$ cat config.mk
export PLATFORM = sky130hd
export DESIGN_NAME = ent_lfsr_rng
export DESIGN_NICKNAME = d
export VERILOG_FILES = /design/src/rtl/ent_lfsr_rng.sv
export SDC_FILE = /design/constraint.sdc
export NUM_CORES = 1
export LEC_CHECK = 0
export BUFFER_PORTS_ARGS = -buffer_cell sky130_fd_sc_hd__clkbuf_2
export CORE_MARGIN = 1.5
export CORE_UTILIZATION = 51
export DETAILED_ROUTE_END_ITERATION = 10
export GPL_TIMING_DRIVEN = 0
export PLACE_DENSITY = 0.72
export SLEW_MARGIN = 20
export SYNTH_ARGS = -nofsm -noshare
export SYNTH_HDL_FRONTEND = slang
export SYNTH_SLANG_ARGS = --single-unit
$ cat constraint.sdc
create_clock -name clk -period 1.3 [get_ports clk]
set_input_delay 0.065 -clock clk [delete_from_list [all_inputs] [get_ports clk]]
set_output_delay 0.065 -clock clk [all_outputs]
set_load 0.02 [all_outputs]
$ cat src/rtl/ent_lfsr_rng.sv
module ent_lfsr_rng #(
  parameter int          W           = 16,
  parameter int          SW          = 2,
  parameter int          MIN_SAMPLES = 8,
  parameter logic [15:0] TAPS        = 16'hA001,
  parameter logic [15:0] BAD_A       = 16'h0000,
  parameter logic [15:0] BAD_B       = 16'h8003
) (
  input  logic          clk,
  input  logic          rst,
  input  logic          start_i,
  output logic          src_en_o,
  input  logic          src_valid_i,
  input  logic [SW-1:0] samp_i,
  input  logic          samp_stb_i,
  input  logic          step_i,
  input  logic          rd_i,
  output logic [7:0]    rd_data_o,
  output logic          busy_o
);
  localparam int CW = $clog2(MIN_SAMPLES + 1);
  localparam logic [CW-1:0] CMAX = CW'(MIN_SAMPLES);

  typedef enum logic [2:0] {
    S_IDLE, S_WAIT, S_COLLECT, S_LD_HI, S_LD_LO, S_READY
  } st_t;

  st_t           state_q;
  logic [W-1:0]  seed_q, lfsr_q;
  logic [CW-1:0] cnt_q;
  logic          hi_q;

  wire [W-1:0]  seed_nx = {seed_q[W-SW-1:0], {SW{1'b0}}} ^ {{(W-SW){1'b0}}, samp_i};
  wire [CW-1:0] cnt_nx  = (cnt_q == CMAX) ? cnt_q : cnt_q + 1'b1;
  wire          seed_ok = (cnt_nx == CMAX) && (seed_nx != BAD_A) && (seed_nx != BAD_B);
  wire [W-1:0]  gal     = {1'b0, lfsr_q[W-1:1]} ^ (lfsr_q[0] ? TAPS : '0);
  wire [W-1:0]  lfsr_nx = (gal == '0) ? W'(1) : gal;

  wire       ld_we   = (state_q == S_LD_HI) || (state_q == S_LD_LO);
  wire       ld_hi   = (state_q == S_LD_HI);
  wire [7:0] ld_byte = ld_hi ? seed_q[15:8] : seed_q[7:0];

  assign busy_o   = (state_q != S_READY);
  assign src_en_o = (state_q != S_READY) && (state_q != S_IDLE);

  always_ff @(posedge clk) begin
    if (rst) begin
      state_q   <= S_IDLE;
      seed_q    <= '0;
      cnt_q     <= '0;
      lfsr_q    <= W'(1);
      hi_q      <= 1'b0;
      rd_data_o <= 8'h00;
    end else begin
      case (state_q)
        S_IDLE:    if (start_i) state_q <= S_WAIT;
        S_WAIT:    if (src_valid_i) state_q <= S_COLLECT;
        S_COLLECT: if (samp_stb_i) begin
          seed_q <= seed_nx;
          cnt_q  <= cnt_nx;
          if (seed_ok) state_q <= S_LD_HI;
        end
        S_LD_HI:   state_q <= S_LD_LO;
        S_LD_LO:   state_q <= S_READY;
        S_READY: begin
          if (step_i) begin
            lfsr_q <= lfsr_nx;
            hi_q   <= 1'b0;
          end else if (rd_i) begin
            rd_data_o <= hi_q ? lfsr_q[15:8] : lfsr_q[7:0];
            hi_q      <= ~hi_q;
          end
        end
        default:   state_q <= S_IDLE;
      endcase
      if (ld_we) begin
        if (ld_hi) lfsr_q[15:8] <= ld_byte;
        else       lfsr_q[7:0]  <= ld_byte;
      end
    end
  end
endmodule

==> After elaboration in Yosys (flattened, before gate mapping) <==
Index checks and enable logic that the tools add are counted.
W data, S select, Z words.
{ "classes": {"add_sub_neg": 1, "mul": 0, "div_mod_pow": 0, "n_lt_le_gt_ge": 0, "n_eq_ne": 13, "shift": 0, "n_mux": 17, "bitwise_logic": 5, "n_reduce_logical": 13} }
{ "op_table": {"columns": ["op", "count"], "rows": [
  ["$mux W16", 5],
  ["$mux W8", 4],
  ["$pmux W3 S6", 1],
  ["$logic_not A16 Y1", 1],
  ["$ne A16 B16 Y1 const B", 1],
  ["$reduce_bool A16 Y1", 1],
  ["$xor A15 B16 Y16", 1],
  ["$xor A16 B2 Y16", 1],
  ["$mux W3", 4],
  ["$eq A4 B4 Y1 const B", 2],
  ["$ne A2 B2 Y1 const B", 4],
  ["$eq A3 B2 Y1 const B", 2],
  ["$eq A3 B3 Y1 const B", 2],
  ["$reduce_and A5 Y1", 1],
  ["$add A4 B1 Y4 const B", 1],
  ["$mux W4", 1],
  ["$reduce_and A2 Y1", 2],
  ["$eq A3 B1 Y1 const B", 1],
  ["$logic_and A1 B1 Y1", 3],
  ["$logic_not A3 Y1", 1],
  ["$ne A3 B3 Y1 const B", 1],
  ["$not A1 Y1", 3],
  ["$reduce_and A3 Y1", 1],
  ["$reduce_bool A3 Y1", 1],
  ["other kinds (3)", 4]
]} }
{ "totals": {"reg_bits": 48, "latchBits": 0, "ram_bits": 0, "rom_bits": 0, "inputBits": 9, "output_inout_bits": 10, "elab_cells": 55, "mem_count": 0} }

==> Logic depth before layout (Yosys ltp) <==
{ "logic_depth": {"ltp_word": 8, "ltp_mapped": 7, "ltp_nobuf": 6} }

==> Worst setup path after synthesis <==
Ideal clock, no wire load.
{ "synth_timing": {"path_kind": "register -> register", "from": "reg state_q[1]", "to": "reg rd_data_o[4]", "setup_ps": 79, "t_arrival_ps": 1362, "required_ps": 1221, "slack_ps": -141, "path_stages_with_launch": 6, "path_buffers": 1, "synth_period_minus_slack_ps": 1441, "cell_sequence": "dfxtp_1 > nand3b_2 > nor3b_4 > buf_6 > nor2_1 > a211oi_2"} }
{ "synth_between": {"elab_chain_cells": 2} }
{ "synth_rtl": {"columns": ["element", "line_no", "text"], "rows": [
  ["from (decl)", "28", "st_t state_q;"],
  ["from (signal assigned)", "48", "state_q <= S_IDLE;"],
  ["from (signal assigned)", "56", "S_IDLE: if (start_i) state_q <= S_WAIT;"],
  ["from (signal assigned)", "57", "S_WAIT: if (src_valid_i) state_q <= S_COLLECT;"],
  ["$eq A3 B3 Y1", "55", "case (state_q)"],
  ["$reduce_and A3 Y1 (no line)", null, null],
  ["to (signal assigned)", "70", "rd_data_o <= hi_q ? lfsr_q[15:8] : lfsr_q[7:0];"],
  ["to (decl)", "18", "output logic [7:0] rd_data_o,"]
]} }
Every way passes these cells.
A chain may end at the register's enable or synchronous reset.

==> Worst setup path in the final report <==
{ "layout_timing": {"from": "reg state_q[2]", "to": "reg lfsr_q[4]"} }
{ "layout_between": {"elab_chain_cells": 4, "word_cells_on_any_way": 8, "cone_classes": "eq/ne (3); mux (4); reduce/logical (1)"} }
{ "layout_rtl": {"columns": ["element", "line_no", "text"], "rows": [
  ["$eq A3 B2 Y1 or $eq A3 B3 Y1 (tied branches)", "39, 40, 55", null],
  ["$mux W8 or $mux W16 (tied branches)", "41, 55", null],
  ["$mux W8", "77", "if (ld_hi) lfsr_q[15:8] <= ld_byte;"],
  ["$mux W16 (*)", "76", "if (ld_we) begin"],
  ["to (signal assigned)", "67", "lfsr_q <= lfsr_nx;"],
  ["to (signal assigned)", "78", "else lfsr_q[7:0] <= ld_byte;"],
  ["to (decl)", "29", "logic [W-1:0] seed_q, lfsr_q;"]
]} }
Every way passes the cells marked *; elsewhere a longest branch is shown, timed or not.

==> parameters.txt <==
Parameter                              Value

Status
  Run status    finished, violations left
  Violated checks    negative setup slack

Routing
  Via count normalized by instance count    around 5.9
  Total via count after detailed routing    ~2300
  Number of violations reported at the end of detailed-routing iteration 0    approximately 150
  Drt total wl    6560 um
  Final routed DRC violation total    0
  Number of antenna-violating nets in the routed design    0
  Detailed Routing Iterations Pass 1    4
  Routed wire per std cell    about 17 um

Timing
  Clock period minus worst slack    between 1 and 1.5 ns
  Setup violation total in the final timing report    18
  Worst Tran Pin Value    roughly 0.65 ns
  Fin. Hold Viols    0
  Worst clock skew    0.00728 ns
  Worst slew margin    0.569
  Post-route clock period utilization    1.12
  Peak Freq    roughly 0.69 GHz
  Number of max-slew violations in the final report    0
  RSZ-0062 raised after global routing    true
  Least setup slack across all paths after layout    -0.152 ns

Setup path
  Cell count of the worst reg-to-reg path    5
  Largest delay contributor family on the critical path    flip-flops
  Slowest Stage Delay on Critical Path    roughly 0.44 ns
  CP bufs+invs    2
  Worst Path Class, Setup    reg -> reg
  Cell with the largest stage delay on the worst path    dfxtp_4
  Worst path cell trace    and4b_1, buf_6, buf_8, nand3_1, a211oi_1
  CP Data Arrival Time    between 1.5 and 2 ns
  CP startpoint kind    flop
  CP Max Fanout    8
  Crit end category    flop
  Crit path required time    1.51 ns
  CP Depth    5

Layout
  Post-Route Utilization    0.755
  Most common library cell in the layout ignoring fill and taps    nand2_1
  Register Area    between 900 and 1000 um2
  Most used cells in the layout excluding fill and tap cells    49 x nand2_1, 34 x dfxtp_1, 23 x buf_4
  Layout Area Growth over Synthesis    43.4%
  Multi-input gate area    approximately 1500 um2
  Layout cells sized above 1    0.423
  Layout filler cell count    300
  Number of nets at the end of the flow    between 300 and 400
  Antenna diode count    0

Job
  Number of maximum-capacitance violations    0

Die
  Width of the die    between 60 and 70 um
  Overall die height    ~70 um
  Std cell rows    24
  Total Die Area    4840 um2
  Placeable core area    between 4000 and 5000 um2
  Effective utilization at floorplan    0.526
  Total I/O pin count    19

Placed design
  Buffers on Ports    17
  Placed wire-length estimate after detailed placement    ~3600 um
  Final weighted congestion in routability-driven placement    between 0.8 and 0.9
  Worst slack at placement    -0.224 ns

GRT
  Pin count of the biggest net entering global routing    16
  All-layer global routing usage    0.244
  Antenna violations before repair    0
  Vias in the first global route    approximately 2000
  Gr ovfl total    0
  Global-route wire length before repair    9510 um

Logic synthesis
  Asr flop ratio synth    0
  Number of instances in the synthesized netlist    274
  Unique cell type count in the Yosys netlist    45
  Synth Register Bits    between 40 and 50
  Most instantiated flip-flop cell in the synthesis netlist    dfxtp_1
  Number of warnings issued by yosys    0
  Number of synthesized flops with an enable pin    0
  Seq/Total Area, Yosys    0.425
  Average footprint of a synthesized cell    roughly 8 um2
  Number of nets in the synthesized netlist    about 290
  Post-synthesis cell area    2260 um2

CTS
  Number of buffers on the longest clock path    2
  Clock sink count    48
  CTS H-tree lvls    2
  Master cell of the clock root buffer    clkbuf_8
  TritonCTS clock tree    built
  Worst-skew pair later-pin latency    0.31 ns
  Number of CTS-inserted buffers    5
  Clock transition at the register clock pins on the worst setup and hold paths after CTS    around 0.09 ns

Pwr
  Peak supply drop    between 0.6 and 0.7 mV
  Leakage Power    between 1 and 1.5 nW
  Power per standard cell area    between 900 and 1000 nW/um2

Hold path
  Class of the worst hold path    in -> reg
  Count of cells along the worst hold path    3
[power by group]
| group | leakage, nW | total (mW) | switching [mW] | internal (mW) |
|---|---|---|---|---|
| logic | 0.759 | 0.451 | 0.225 | 0.226 |
| clock network | 0.0434 | 0.968 | 0.536 | 0.431 |
| registers | 0.395 | 1.56 | 0.0641 | 1.49 |
| total | 1.20 | 2.98 | 0.825 | 2.15 |
[cell usage after synthesis, drive strengths merged (3+ instances only)]
library cell	count	area, um2
nand3	11	55.1
a311oi	8	70.1
nand2	54	203
dfxtp	48	961
a21oi	28	140
a211oi	14	115
clkbuf	6	22.5
inv	4	15.0
nor2	28	105
nor2b	3	18.8
buf	13	78.8
o21ai	6	33.8
nor4	6	56.3
nor3	4	20.0
mux2i	9	90.1
[cells by family (layout without fill, tap and decap cells)]
kind of cell / count (synthesis) / in the layout / share of synthesized area
mux: 9 / 9 / 0.0399
fa+ha+maj: 2 / 2 / 0.0111
xor+xnor: 2 / 2 / 0.00775
compound gates: 67 / 67 / 0.198
simple gates: 123 / 123 / 0.266
buf+inv: 23 / 82 / 0.0515
flops: 48 / 48 / 0.425
[area by class of cell]
type | instances | share of cell area
repair buffers | 52 | 0.132
multi-input cells | 203 | 0.454
inverters | 4 | 0.00618
clock inverters | 2 | 0.00463
well taps | 52 | 0.0201
flip-flops and latches | 48 | 0.307
plain buffers | 18 | 0.0502
clock buffers | 6 | 0.0255
[flip-flops by register name, summed over array words and instances (netlist names)]
signal     flops
seed_q        16
state_q        3
rd_data_o      8
hi_q           1
lfsr_q        16
cnt_q          4
[repair_timing]
action | CTS | global route
pin swaps | 10 | 31
setup endpoints to repair | 36 | 45
resized for setup | 53 | 55
setup buffers | 13 | 15
hold buffers | 2 | 0
cloned | 0 | 5
endpoints found under the hold margin | 2 | 0
[worst register-to-register path: cells and delay by family, from the launching register on]
family	cells	cell delay (ns)
flip-flops	1	0.44
AND/OR/NAND/NOR	2	0.35
AO/OA/AOI/OAI	1	0.27
buffers and inverters	2	0.31
[metal layers]
| metal | up-vias | wire (um) | global-route usage |
|---|---|---|---|
| met5 | - | 0 | 0 |
| met4 | 0 | 146 | 0.0654 |
| met3 | 13 | 327 | 0.0523 |
| met2 | 75 | 3200 | 0.407 |
| met1 | 1072 | 2880 | 0.322 |
| li1 | 1098 | - | - |
[path summary, 6_finish.rpt]
kind	from	endpoint	slack [ns]
min reg2reg	seed_q[14]	seed_q[14]	0.47
max reg2reg	state_q[2]	lfsr_q[4]	-0.15
min	samp_stb_i	state_q[0]	0.06
max	state_q[2]	lfsr_q[4]	-0.15
[through the flow]
step | total power [mW] | setup TNS (ns) | instance area (um2) | instances | hold WS (ns)
after CTS | 2.88 | -0.447 | 2830 | 365 | 0.0402
after floorplan | 1.76 | -0.000224 | 2280 | 274 | 0.201
after global routing | 3.08 | -3.00 | 3240 | 385 | 0.0694
final | 2.98 | -1.11 | 3240 | 385 | 0.0555
after global placement | 1.83 | -4.56 | 2430 | 343 | 0.316
after detailed placement | 1.84 | -4.72 | 2430 | 343 | 0.322
Note: power is estimated with default switching activity, not from simulation.
